--- config.mk ---
export PLATFORM = sky130hd
export DESIGN_NAME = gped_top
export DESIGN_NICKNAME = d
export VERILOG_FILES = /design/src/rtl/gped_pkg.sv /design/src/rtl/gped_edge.sv /design/src/rtl/gped_regs.sv /design/src/rtl/gped_status.sv /design/src/rtl/gped_top.sv
export SDC_FILE = /design/constraint.sdc
export NUM_CORES = 1
export LEC_CHECK = 0
export ABC_AREA = 1
export CORE_MARGIN = 3
export CORE_UTILIZATION = 32
export CTS_BUF_LIST = sky130_fd_sc_hd__clkbuf_2 sky130_fd_sc_hd__clkbuf_4 sky130_fd_sc_hd__clkbuf_8
export DETAILED_ROUTE_END_ITERATION = 8
export PLACE_DENSITY = 0.58
export SLEW_MARGIN = 20
export SYNTH_ARGS = -nofsm -noshare
export SYNTH_HDL_FRONTEND = slang
export SYNTH_SLANG_ARGS = --single-unit
--- constraint.sdc ---
create_clock -name clk -period 1.9 [get_ports clk]
set_input_delay 0.475 -clock clk [delete_from_list [all_inputs] [get_ports clk]]
set_output_delay 0.475 -clock clk [all_outputs]
set_load 0.05 [all_outputs]
--- src/rtl/gped_pkg.sv ---
// Shared definitions for the GPIO edge detect status unit: register
// offsets, a register select type and the address decoder.
package gped_pkg;

    localparam int unsigned REG_ADDR_W = 4;

    localparam logic [REG_ADDR_W-1:0] OFF_RISE = 4'h0;
    localparam logic [REG_ADDR_W-1:0] OFF_FALL = 4'h4;
    localparam logic [REG_ADDR_W-1:0] OFF_STAT = 4'h8;

    typedef enum logic [1:0] {
        SEL_NONE,
        SEL_RISE,
        SEL_FALL,
        SEL_STAT
    } reg_sel_e;

    // Map a byte address onto the register it selects.
    function automatic reg_sel_e decode_addr(input logic [REG_ADDR_W-1:0] addr);
        case (addr)
            OFF_RISE: return SEL_RISE;
            OFF_FALL: return SEL_FALL;
            OFF_STAT: return SEL_STAT;
            default:  return SEL_NONE;
        endcase
    endfunction

endpackage

--- src/rtl/gped_edge.sv ---
// Per-pin synchronizer and transition detector.
// Assumes pin_i is asynchronous to clk. Each pin passes through
// SYNC_STAGES flops, and the last stage is compared with its value one
// cycle earlier. rise_o and fall_o are single-cycle pulses. All stages
// reset to zero, so a pin held high through reset shows one rising
// pulse after release.
module gped_edge #(
    parameter int unsigned NUM_PINS    = 28,
    parameter int unsigned SYNC_STAGES = 2
) (
    input  logic                clk,
    input  logic                rst_n,
    input  logic [NUM_PINS-1:0] pin_i,
    output logic [NUM_PINS-1:0] rise_o,
    output logic [NUM_PINS-1:0] fall_o
);

    logic [NUM_PINS-1:0] stage_q [SYNC_STAGES];
    logic [NUM_PINS-1:0] prev_q;
    logic [NUM_PINS-1:0] cur_w;

    for (genvar g = 0; g < SYNC_STAGES; g++) begin : g_stage
        if (g == 0) begin : g_first
            // Capture the raw pins into the first stage.
            always_ff @(posedge clk) begin
                if (!rst_n) stage_q[0] <= '0;
                else        stage_q[0] <= pin_i;
            end
        end else begin : g_next
            // Shift the sample one stage deeper.
            always_ff @(posedge clk) begin
                if (!rst_n) stage_q[g] <= '0;
                else        stage_q[g] <= stage_q[g-1];
            end
        end
    end

    assign cur_w = stage_q[SYNC_STAGES-1];

    // Keep the previous synchronized sample for comparison.
    always_ff @(posedge clk) begin
        if (!rst_n) prev_q <= '0;
        else        prev_q <= cur_w;
    end

    // Flag transitions by comparing the current and previous samples.
    always_comb begin
        rise_o = cur_w & ~prev_q;
        fall_o = ~cur_w & prev_q;
    end

endmodule

--- src/rtl/gped_regs.sv ---
// Enable registers, write decode and read multiplexer.
// Assumes at most one write per cycle. A status write is passed on as a
// clear strobe, and the write data serves as the clear mask. The read
// port is combinational.
module gped_regs
    import gped_pkg::*;
#(
    parameter int unsigned NUM_PINS = 28
) (
    input  logic                  clk,
    input  logic                  rst_n,
    input  logic                  wr_en,
    input  logic [REG_ADDR_W-1:0] wr_addr,
    input  logic [NUM_PINS-1:0]   wr_data,
    input  logic [REG_ADDR_W-1:0] rd_addr,
    input  logic [NUM_PINS-1:0]   status_i,
    output logic [NUM_PINS-1:0]   rise_en_o,
    output logic [NUM_PINS-1:0]   fall_en_o,
    output logic [NUM_PINS-1:0]   rd_data_o,
    output logic                  clr_stb_o
);

    reg_sel_e wr_sel;
    reg_sel_e rd_sel;

    assign wr_sel = decode_addr(wr_addr);
    assign rd_sel = decode_addr(rd_addr);

    // Hold the rising-edge enable mask.
    always_ff @(posedge clk) begin
        if (!rst_n)                          rise_en_o <= '0;
        else if (wr_en && wr_sel == SEL_RISE) rise_en_o <= wr_data;
    end

    // Hold the falling-edge enable mask.
    always_ff @(posedge clk) begin
        if (!rst_n)                          fall_en_o <= '0;
        else if (wr_en && wr_sel == SEL_FALL) fall_en_o <= wr_data;
    end

    assign clr_stb_o = wr_en && (wr_sel == SEL_STAT);

    // Select read data by address; unmapped addresses return zero.
    always_comb begin
        case (rd_sel)
            SEL_RISE: rd_data_o = rise_en_o;
            SEL_FALL: rd_data_o = fall_en_o;
            SEL_STAT: rd_data_o = status_i;
            default:  rd_data_o = '0;
        endcase
    end

endmodule

--- src/rtl/gped_status.sv ---
// Sticky status register with write-one-to-clear.
// Assumes hit_i holds this cycle's enabled transitions. A bit that is hit
// and cleared on the same edge stays set.
module gped_status #(
    parameter int unsigned NUM_PINS = 28
) (
    input  logic                clk,
    input  logic                rst_n,
    input  logic [NUM_PINS-1:0] hit_i,
    input  logic                clr_stb_i,
    input  logic [NUM_PINS-1:0] clr_mask_i,
    output logic [NUM_PINS-1:0] status_o
);

    logic [NUM_PINS-1:0] clr_w;

    assign clr_w = {NUM_PINS{clr_stb_i}} & clr_mask_i;

    // Clear the written ones first, then OR in new hits so a hit wins.
    always_ff @(posedge clk) begin
        if (!rst_n) status_o <= '0;
        else        status_o <= (status_o & ~clr_w) | hit_i;
    end

endmodule

--- src/rtl/gped_top.sv ---
// GPIO edge detect status unit, top level.
// Assumes DIRECT_PINS <= NUM_PINS. Pins below DIRECT_PINS each drive a
// dedicated interrupt line. All higher pins share one OR-ed line.
module gped_top
    import gped_pkg::*;
#(
    parameter int unsigned NUM_PINS    = 28,
    parameter int unsigned DIRECT_PINS = 11,
    parameter int unsigned SYNC_STAGES = 2
) (
    input  logic                   clk,
    input  logic                   rst_n,
    input  logic [NUM_PINS-1:0]    pin_i,
    input  logic                   wr_en,
    input  logic [REG_ADDR_W-1:0]  wr_addr,
    input  logic [NUM_PINS-1:0]    wr_data,
    input  logic [REG_ADDR_W-1:0]  rd_addr,
    output logic [NUM_PINS-1:0]    rd_data,
    output logic [DIRECT_PINS-1:0] irq_direct,
    output logic                   irq_shared
);

    localparam int unsigned SHARED_PINS = NUM_PINS - DIRECT_PINS;

    logic [NUM_PINS-1:0] rise_ev_w;
    logic [NUM_PINS-1:0] fall_ev_w;
    logic [NUM_PINS-1:0] rise_en_w;
    logic [NUM_PINS-1:0] fall_en_w;
    logic [NUM_PINS-1:0] hit_w;
    logic [NUM_PINS-1:0] status_w;
    logic                clr_stb_w;

    gped_edge #(.NUM_PINS(NUM_PINS), .SYNC_STAGES(SYNC_STAGES)) u_edge (
        .clk    (clk),
        .rst_n  (rst_n),
        .pin_i  (pin_i),
        .rise_o (rise_ev_w),
        .fall_o (fall_ev_w)
    );

    gped_regs #(.NUM_PINS(NUM_PINS)) u_regs (
        .clk       (clk),
        .rst_n     (rst_n),
        .wr_en     (wr_en),
        .wr_addr   (wr_addr),
        .wr_data   (wr_data),
        .rd_addr   (rd_addr),
        .status_i  (status_w),
        .rise_en_o (rise_en_w),
        .fall_en_o (fall_en_w),
        .rd_data_o (rd_data),
        .clr_stb_o (clr_stb_w)
    );

    // Keep only the transitions whose polarity is enabled.
    assign hit_w = (rise_ev_w & rise_en_w) | (fall_ev_w & fall_en_w);

    gped_status #(.NUM_PINS(NUM_PINS)) u_status (
        .clk        (clk),
        .rst_n      (rst_n),
        .hit_i      (hit_w),
        .clr_stb_i  (clr_stb_w),
        .clr_mask_i (wr_data),
        .status_o   (status_w)
    );

    assign irq_direct = status_w[DIRECT_PINS-1:0];

    if (SHARED_PINS > 0) begin : g_shared
        assign irq_shared = |status_w[NUM_PINS-1:DIRECT_PINS];
    end else begin : g_no_shared
        assign irq_shared = 1'b0;
    end

endmodule

Word level (Yosys, flattened, before mapping)
Memories as Yosys holds them, arrays and structs flattened.
Cells that the tools add are included.
- bits in latches: 0
- output and inout port bits: 40
- memory bits (writable): 56
- logic and storage cells: 41
- input port bits: 67
- register bits after elaboration: 112
- memories: 1
- memory bits (read-only): 0
- memories (memory ; depth ; width ; rd ports ; clocked after Yosys merged registers in ; wr ports ; RTL line ; source):
    u_edge.stage_q ; 2 ; 28 ; 2 ; 0 ; 2 ; gped_edge.sv:18 ; logic [NUM_PINS-1:0] stage_q [SYNC_STAGES];
- magnitude comparators: 0
- bitwise operators: 13
- div/mod/pow operators: 0
- equal/unequal tests: 10
- add/sub/neg operators: 0
- multiplexer cells: 7
- reduce and logical (&&, ||, !) cells: 6
- shift-type cells: 0
- multipliers: 0
- operators with widths (kind ; count):
    AND 28 bit ; 6
    NOT 28 bit ; 3
    one-hot mux 28 bit (3 select lines) ; 1
    two-way mux 28 bit ; 2
    bitwise OR 28 bit ; 2
    OR reduction 17 bit ; 1
    one-hot mux 2 bit (3 select lines) ; 2
    == test 2 bit (second input constant) ; 4
    == test 4 x 3 -> 1 bit (second input constant) ; 2
    == test 4 bit (second input constant) ; 2
    zero test 4 bit ; 2
    == test 2 x 1 -> 1 bit (second input constant) ; 2
    logical AND 1 bit ; 3
    two-way mux 1 bit ; 2
    bitwise OR 1 bit ; 2

Depth between registers and ports, before layout
Gate-level depths: netlist (run 1).
- depth after elaboration: 8
- mapped depth: 7
- gate-level depth less buffers: 5

Cells and area by module
Synthesis (run 1) repeated with hierarchy kept, for this count alone.
- cell total of the unflattened synthesis: 1075
- area, all modules: 7602.3 µm²
- modules (own cells, without submodules) (module ; times used ; cells an instance ; area an instance (µm²) ; sequential area each (µm²)):
    gped_regs ; 1 ; 514 ; 3298.2 ; 1121.1
    gped_edge ; 1 ; 373 ; 2795.2 ; 1681.6
    gped_status ; 1 ; 146 ; 1206.2 ; 560.5
    gped_top ; 1 ; 42 ; 302.8 ; 0.0

Least setup slack after synthesis (run 1)
OpenSTA, ideal clock, no wires.
- path kind: input to output
- start: input rd_addr[1]
- end: output rd_data[0]
- stages on the path: 4
- slack: -0.323 ns
- data arrival time: 1.748 ns
- data required time: 1.425 ns
- buffers on the path: 1
- cell sequence: nor2_2 nand3_2 buf_2 o211ai_1
- word-level cells in the longest chain between the ends: 4
- elaborated cells between the ends (all ways): 8
- classes of those cells: eq/ne (5); mux (2); reduce/logical (1)
- ends and longest elaborated chain (element ; RTL line ; source):
    from (decl) ; gped_top.sv:17 ; input logic [REG_ADDR_W-1:0] rd_addr,
    == test 4 bit (tied with other cells) ; gped_pkg.sv:20 ; case (addr)
    one-hot mux 2 bit (3 select lines) (*) ; gped_pkg.sv:20 ;
    == test 2 bit or == test 2 x 1 -> 1 bit (tied branches) ; gped_regs.sv:45 ; case (rd_sel)
    one-hot mux 28 bit (3 select lines) (*) ; gped_regs.sv:45 ;
    to (decl) ; gped_top.sv:18 ; output logic [NUM_PINS-1:0] rd_data,
Mark *: on every way between the ends. The rest lies on a longest branch, timed or not.

Worst setup path after layout (run 1)
Same ends and word-level chain as after synthesis.

==> results of run 1 <==
-- worst paths after layout --
| kind | cells after the start | from | to | slack (ns) |
|---|---|---|---|---|
| max | 10 | rd_addr[1] | rd_data[0] | -0.31 |
| min | 3 | rst_n | u_edge.stage_q[1][6] | 0.38 |
| max reg2reg | 4 | u_regs.rise_en_o[21] | u_status.status_o[21] | 1.11 |
| min reg2reg | 2 | u_edge.stage_q[0][1] | u_edge.stage_q[1][1] | 0.41 |
-- power breakdown --
group | internal (µW) | leakage, µW | switching (µW)
Combinational | 267 | 0.00266 | 323
Sequential | 3610 | 0.00137 | 44.1
Clock | 1290 | 0.000204 | 1330
-- registers in the layout, summed over array words and instances, names as in the netlist --
signal,flops
u_edge.stage_q,56
u_regs.fall_en_o,28
u_status.status_o,28
u_regs.rise_en_o,28
u_edge.prev_q,28
-- worst max-delay path: stages --
cell       delay, ns
buf_6           0.10
nor2_4          0.13
nand2_4         0.07
buf_6           0.12
nor2_4          0.11
buf_12          0.14
buf_12          0.14
nand2_2         0.04
o211ai_1        0.15
clkbuf_16       0.23
-- cells by family (layout without fill, tap and decap cells) --
group	count (synthesis)	after routing
compound gates	112	112
buf+inv	180	300
flops	168	168
simple gates	467	467
-- timing repair --
| item | in CTS | in global routing |
|---|---|---|
| pin swaps | 13 | 21 |
| endpoints found under the setup margin | 29 | 29 |
| cloned | 4 | 2 |
| hold buffers | 0 | 0 |
| setup buffers | 9 | 1 |
| gates resized for setup | 54 | 15 |
-- cells in the final DEF (no fill, tap or decap), drive strengths merged --
master,n
a21oi,84
buf,81
bufinv,2
clkbuf,30
clkdlybuf4s50,61
clkinv,5
clkinvlp,3
dfxtp,168
inv,118
nand2,282
nand3,4
nand4,57
nor2,121
nor3,2
nor4,1
o211ai,28
-- layout make-up --
class | count | area [µm²]
Timing Repair Buffer | 150 | 1960
Clock buffer | 22 | 284
Multi-Input combinational cell | 579 | 2660
Sequential cell | 168 | 3370
Clock inverter | 10 | 120
Inverter | 118 | 447
Tap cell | 270 | 338
Fill cell | 2040 | 11300
-- layer usage --
metal  track usage  up-vias  share of wire
met2         0.280      146           0.49
met3        0.0320       21          0.045
li1              -     3116              -
met4        0.0530        0          0.014
met1         0.209     2701           0.45
met5             0        -              0
-- metrics by stage --
stage          setup TNS, ns  cell area, µm²
2_1_floorplan          -5.86            6790
3_3_place_gp          -13.50            8420
3_5_place_dp          -14.07            8420
4_1_cts                -6.69            9150
5_1_grt                -9.67            9170
6_report               -7.65            9170
==> results.py, run 1 <==
metrics = {
    "status": {
        "status": "finished with violations",
        "violations": "setup timing",
    },
    "global_routing": {
        "grt_antenna_before_repair": 0,
        "grt.overflow.total": 0,
        "track_usage": 0.165,
        "grt_pass1_vias": 5454,
        "grt_max_degree": 42,
        "grt_pass1_wl_um": 29000,
    },
    "sta": {
        "skew_ns": 0.0122,
        "fin_ws_ns": -0.307,
        "rsz0062_at_grt": "yes",
        "slew_viol_final": 0,
        "worst_pin_slew_ns": 0.372,
        "setup_violations": 29,
        "period_share": 1.16,
        "whs_ns": 0.382,
        "finalHoldViolations": 0,
        "slew_headroom": 0.751,
        "max_freq_mhz": 453,
        "min_period_ns": 2.21,
    },
    "clock_tree": {
        "clk_path_buf_depth": 2,
        "cts_made_buffers": 17,
        "clk_latency_ns": 0.46,
        "cts_tree": "yes",
        "htreeDepth": 4,
        "cts.sinks": 168,
        "path_clk_slew_ns": 0.09,
        "root_buffer": "clkbuf_8",
    },
    "worst_hold_path": {
        "min_path_type": "input pin to register",
    },
    "logic_synthesis": {
        "ys_warn_count": 0,
        "synth_top_family_by_area": "simple AND/OR/NAND/NOR gates",
        "seq_area_frac_synth": 0.497,
        "ys_ff_latch": 168,
        "yosys.area.top_type_share": 0.497,
        "synth_flop_cell": "dfxtp_1",
        "synth-compound-area-share": 0.0932,
        "synth_xor_xnor_area_share": 0,
        "yosysUniqueCellTypes": 20,
        "synth_top_area_cell": "dfxtp_1",
        "avgSynthCellArea_um2": 7.30,
        "syn_area_mm2": 0.00677,
        "synth_area_leaders": "dfxtp_1, nand2_1, inv_1",
        "synth_nets": 994,
        "synth.most_common_cell": "nand2_1",
        "synthMuxAreaShare": 0,
        "synthCells": 927,
        "synth_edf_count": 0,
        "synth-async-reset-ratio": 0,
        "synth_simple_gate_area_frac": 0.289,
        "netlist_top_cells_count": "nand2_1, dfxtp_1, inv_1, nor2_1, a21oi_1",
        "synthAdderAreaFrac": 0,
    },
    "floorplan": {
        "start_util": 0.330,
        "die_y_um": 151,
        "coreArea_mm2": 0.0205,
        "rows": 52,
        "die-area_mm2": 0.0229,
        "io_pins": 107,
        "fp.dieW_um": 151,
    },
    "place": {
        "place_congestion": 0.745,
        "numPortBuffers": 106,
        "dpl_worst_slack_ns": -0.552,
        "place_inst": 1271,
        "dpl.hpwl_um": 12000,
    },
    "route": {
        "drt-total-wl_um": 18700,
        "ant_nets": 0,
        "drcViolationCount": 0,
        "first_iter_violations": 312,
        "num_vias": 5984,
        "routedWlPerCell_um": 14.2,
        "via_per_inst": 4.54,
        "firstDrtPassIters": 4,
    },
    "setup_path": {
        "cp.arrival_ns": 1.73,
        "path_class": "input pin to primary output",
        "cp.required_ns": 1.42,
        "worstPathMaxFanout": 7,
        "start_kind": "input pin",
        "critPathCaptureType": "primary output",
    },
    "cells_and_area": {
        "n_antenna_cell": 0,
        "drive_above_1_share": 0.141,
        "syn_to_final_growth_pct": 35.6,
        "finalNonFillerCells": 1317,
        "final_core_utilization": 0.447,
        "fin_nets": 1101,
    },
    "pwr": {
        "power_density_mw_per_mm2": 748,
        "peakVddDrop_mv": 0.421,
        "power.leakage_uw": 0.00423,
        "total_power_uw": 6860,
    },
    "run": {
        "drv_cap": 0,
    },
}
No activity file was read; power rests on OpenSTA's default activity.
==> run 2: changes to the inputs <==
--- a/config.mk
+++ b/config.mk
@@ -11,6 +11,7 @@
 export CTS_BUF_LIST = sky130_fd_sc_hd__clkbuf_2 sky130_fd_sc_hd__clkbuf_4 sky130_fd_sc_hd__clkbuf_8
 export DETAILED_ROUTE_END_ITERATION = 8
 export PLACE_DENSITY = 0.58
+export RECOVER_POWER = 25
 export SLEW_MARGIN = 20
 export SYNTH_ARGS = -nofsm -noshare
 export SYNTH_HDL_FRONTEND = slang
==> results.py, run 2 (same netlist as run 1, synthesis figures left out) <==
metrics = {
    "status": {
        "status": "finished with violations",
        "violations": "setup timing",
    },
    "cells_and_area": {
        "layout_commonest_cell": "nand2_1",
        "largest_reg_flops": 56,
        "top_register": "u_edge.stage_q",
        "finalNonFillerCells": 1317,
        "final_core_utilization": 0.446,
        "drive_above_1_share": 0.140,
        "syn_to_final_growth_pct": 35.1,
        "layout_common_cells": "nand2_1, dfxtp_1, inv_1",
        "n_antenna_cell": 0,
        "fin_nets": 1101,
    },
    "place": {
        "numPortBuffers": 106,
        "place_congestion": 0.745,
        "place_inst": 1271,
        "dpl.hpwl_um": 12000,
    },
    "pwr": {
        "total_power_uw": 6850,
        "peakVddDrop_mv": 0.420,
        "power.leakage_uw": 0.00422,
        "internal_power_uw": 5160,
        "clkPwrFrac": 0.382,
        "seqPwrFrac": 0.534,
        "power.net_switching_uw": 1700,
        "comb_power_share": 0.084,
        "netSwitchingFraction": 0.247,
        "power_density_mw_per_mm2": 750,
    },
    "floorplan": {
        "die_y_um": 151,
        "fp.dieW_um": 151,
        "die-area_mm2": 0.0229,
        "start_util": 0.330,
        "coreArea_mm2": 0.0205,
        "io_pins": 107,
        "rows": 52,
    },
    "sta": {
        "period_share": 1.16,
        "worst_pin_slew_ns": 1.03,
        "fin_ws_ns": -0.304,
        "min_period_ns": 2.20,
        "slew_viol_final": 0,
        "setup_violations": 29,
        "finalSetupTns_ns": -7.62,
        "slew_headroom": 0.315,
        "skew_ns": 0.0123,
        "finalHoldViolations": 0,
        "rsz0062_at_grt": "yes",
        "whs_ns": 0.415,
        "max_freq_mhz": 454,
    },
    "route": {
        "num_vias": 5987,
        "via_per_inst": 4.55,
        "wl_met2_um": 9100,
        "routedWlPerCell_um": 14.1,
        "wl_met1_um": 8380,
        "first_iter_violations": 314,
        "top_layer": "met4",
        "drt-total-wl_um": 18600,
        "firstDrtPassIters": 4,
        "drcViolationCount": 0,
        "wl_met3_um": 871,
        "ant_nets": 0,
    },
    "setup_path": {
        "reg2reg_depth": 4,
        "cp.arrival_ns": 1.73,
        "crit_chain": "buf_6, nor2_4, nand2_4, buf_6, nor2_4, buf_12, buf_12, nand2_4, o211ai_1, clkbuf_16",
        "slowest_delay_ns": 0.24,
        "critPathCaptureType": "primary output",
        "start_kind": "input pin",
        "r2r-end": "u_status.status_o[21]",
        "r2r_setup_slack_ns": 1.11,
        "critPathTopFamily": "buffers and inverters",
        "path_class": "input pin to primary output",
        "critical_path_buf_inv_count": 5,
        "worstPathMaxFanout": 7,
        "slowest_stage": "clkbuf_16",
        "cp.required_ns": 1.42,
        "r2r-start": "u_regs.rise_en_o[21]",
    },
    "clock_tree": {
        "clk_path_buf_depth": 2,
        "path_clk_slew_ns": 0.08,
        "cts_made_buffers": 17,
        "root_buffer": "clkbuf_8",
        "cts.sinks": 168,
        "htreeDepth": 4,
        "clk_latency_ns": 0.46,
        "cts_tree": "yes",
    },
    "global_routing": {
        "grt_pass1_wl_um": 29000,
        "track_usage": 0.165,
        "grt_max_degree": 42,
        "grt_pass1_vias": 5454,
        "grt_antenna_before_repair": 0,
        "grt.overflow.total": 0,
    },
    "worst_hold_path": {
        "hold_end": "u_edge.stage_q[1][1]",
        "hold_depth": 2,
        "min_from": "u_edge.stage_q[0][1]",
        "min_path_type": "register to register",
    },
    "run": {
        "drv_cap": 0,
    },
}
## run 2: cell types whose count changed in the layout (fill, tap and decap cells not counted), sizes merged
cell / before / now
clkdlybuf4s50: 61 / 55
buf: 81 / 78
dlygate4sd3: 0 / 6
clkbuf: 30 / 33
## run 2: final cells by class
type / instances / area [µm²]
Fill cell: 2046 / 11400
Sequential cell: 168 / 3370
Inverter: 118 / 447
Clock inverter: 10 / 120
Tap cell: 270 / 338
Timing Repair Buffer: 150 / 1920
Clock buffer: 22 / 284
Multi-Input combinational cell: 579 / 2660
## run 2: worst min-delay path, stage by stage, from the launching register on
cell	delay [ns]
dfxtp_1	0.31
nand2_1	0.04
inv_1	0.04
## run 2: metal layers
metal	global-route usage	vias to the layer above
met5	0	-
met4	0.0530	0
li1	-	3116
met3	0.0320	23
met2	0.280	156
met1	0.209	2692
## run 2: worst max path at each step
| stage | startpoint | to | slack [ns] | cells after the start |
|---|---|---|---|---|
| after floorplan | rd_addr[1] | rd_data[0] | -0.26 | 4 |
| after global placement | rd_addr[1] | rd_data[14] | -0.52 | 8 |
| after detailed placement | rd_addr[1] | rd_data[12] | -0.55 | 8 |
| after CTS | rd_addr[0] | rd_data[14] | -0.33 | 10 |
| after global routing | rd_addr[1] | rd_data[21] | -0.38 | 10 |
| final | rd_addr[1] | rd_data[21] | -0.30 | 10 |
## run 2: power by group through the flow
stage	combinational [µW]	sequential [µW]	clock [µW]
CTS	587	3660	2720
global route	630	3670	2860
floorplan	262	3730	0
finish	578	3660	2620
detailed placement	548	3740	0
global placement	543	3740	0
## run 2: per-stage QoR
stage / setup slack, ns / instance area, µm²
2_1_floorplan: -0.259 / 6790
3_3_place_gp: -0.523 / 8420
5_1_grt: -0.377 / 9140
3_5_place_dp: -0.552 / 8420
6_report: -0.304 / 9140
4_1_cts: -0.329 / 9150
## run 2: what timing repair did
item / 4_1_cts / 5_1_grt
cloned: 4 / 2
buffers inserted: 9 / 1
hold buffers: 0 / 0
pin swaps: 13 / 21
setup endpoints to repair: 29 / 29
gates resized for setup: 54 / 15
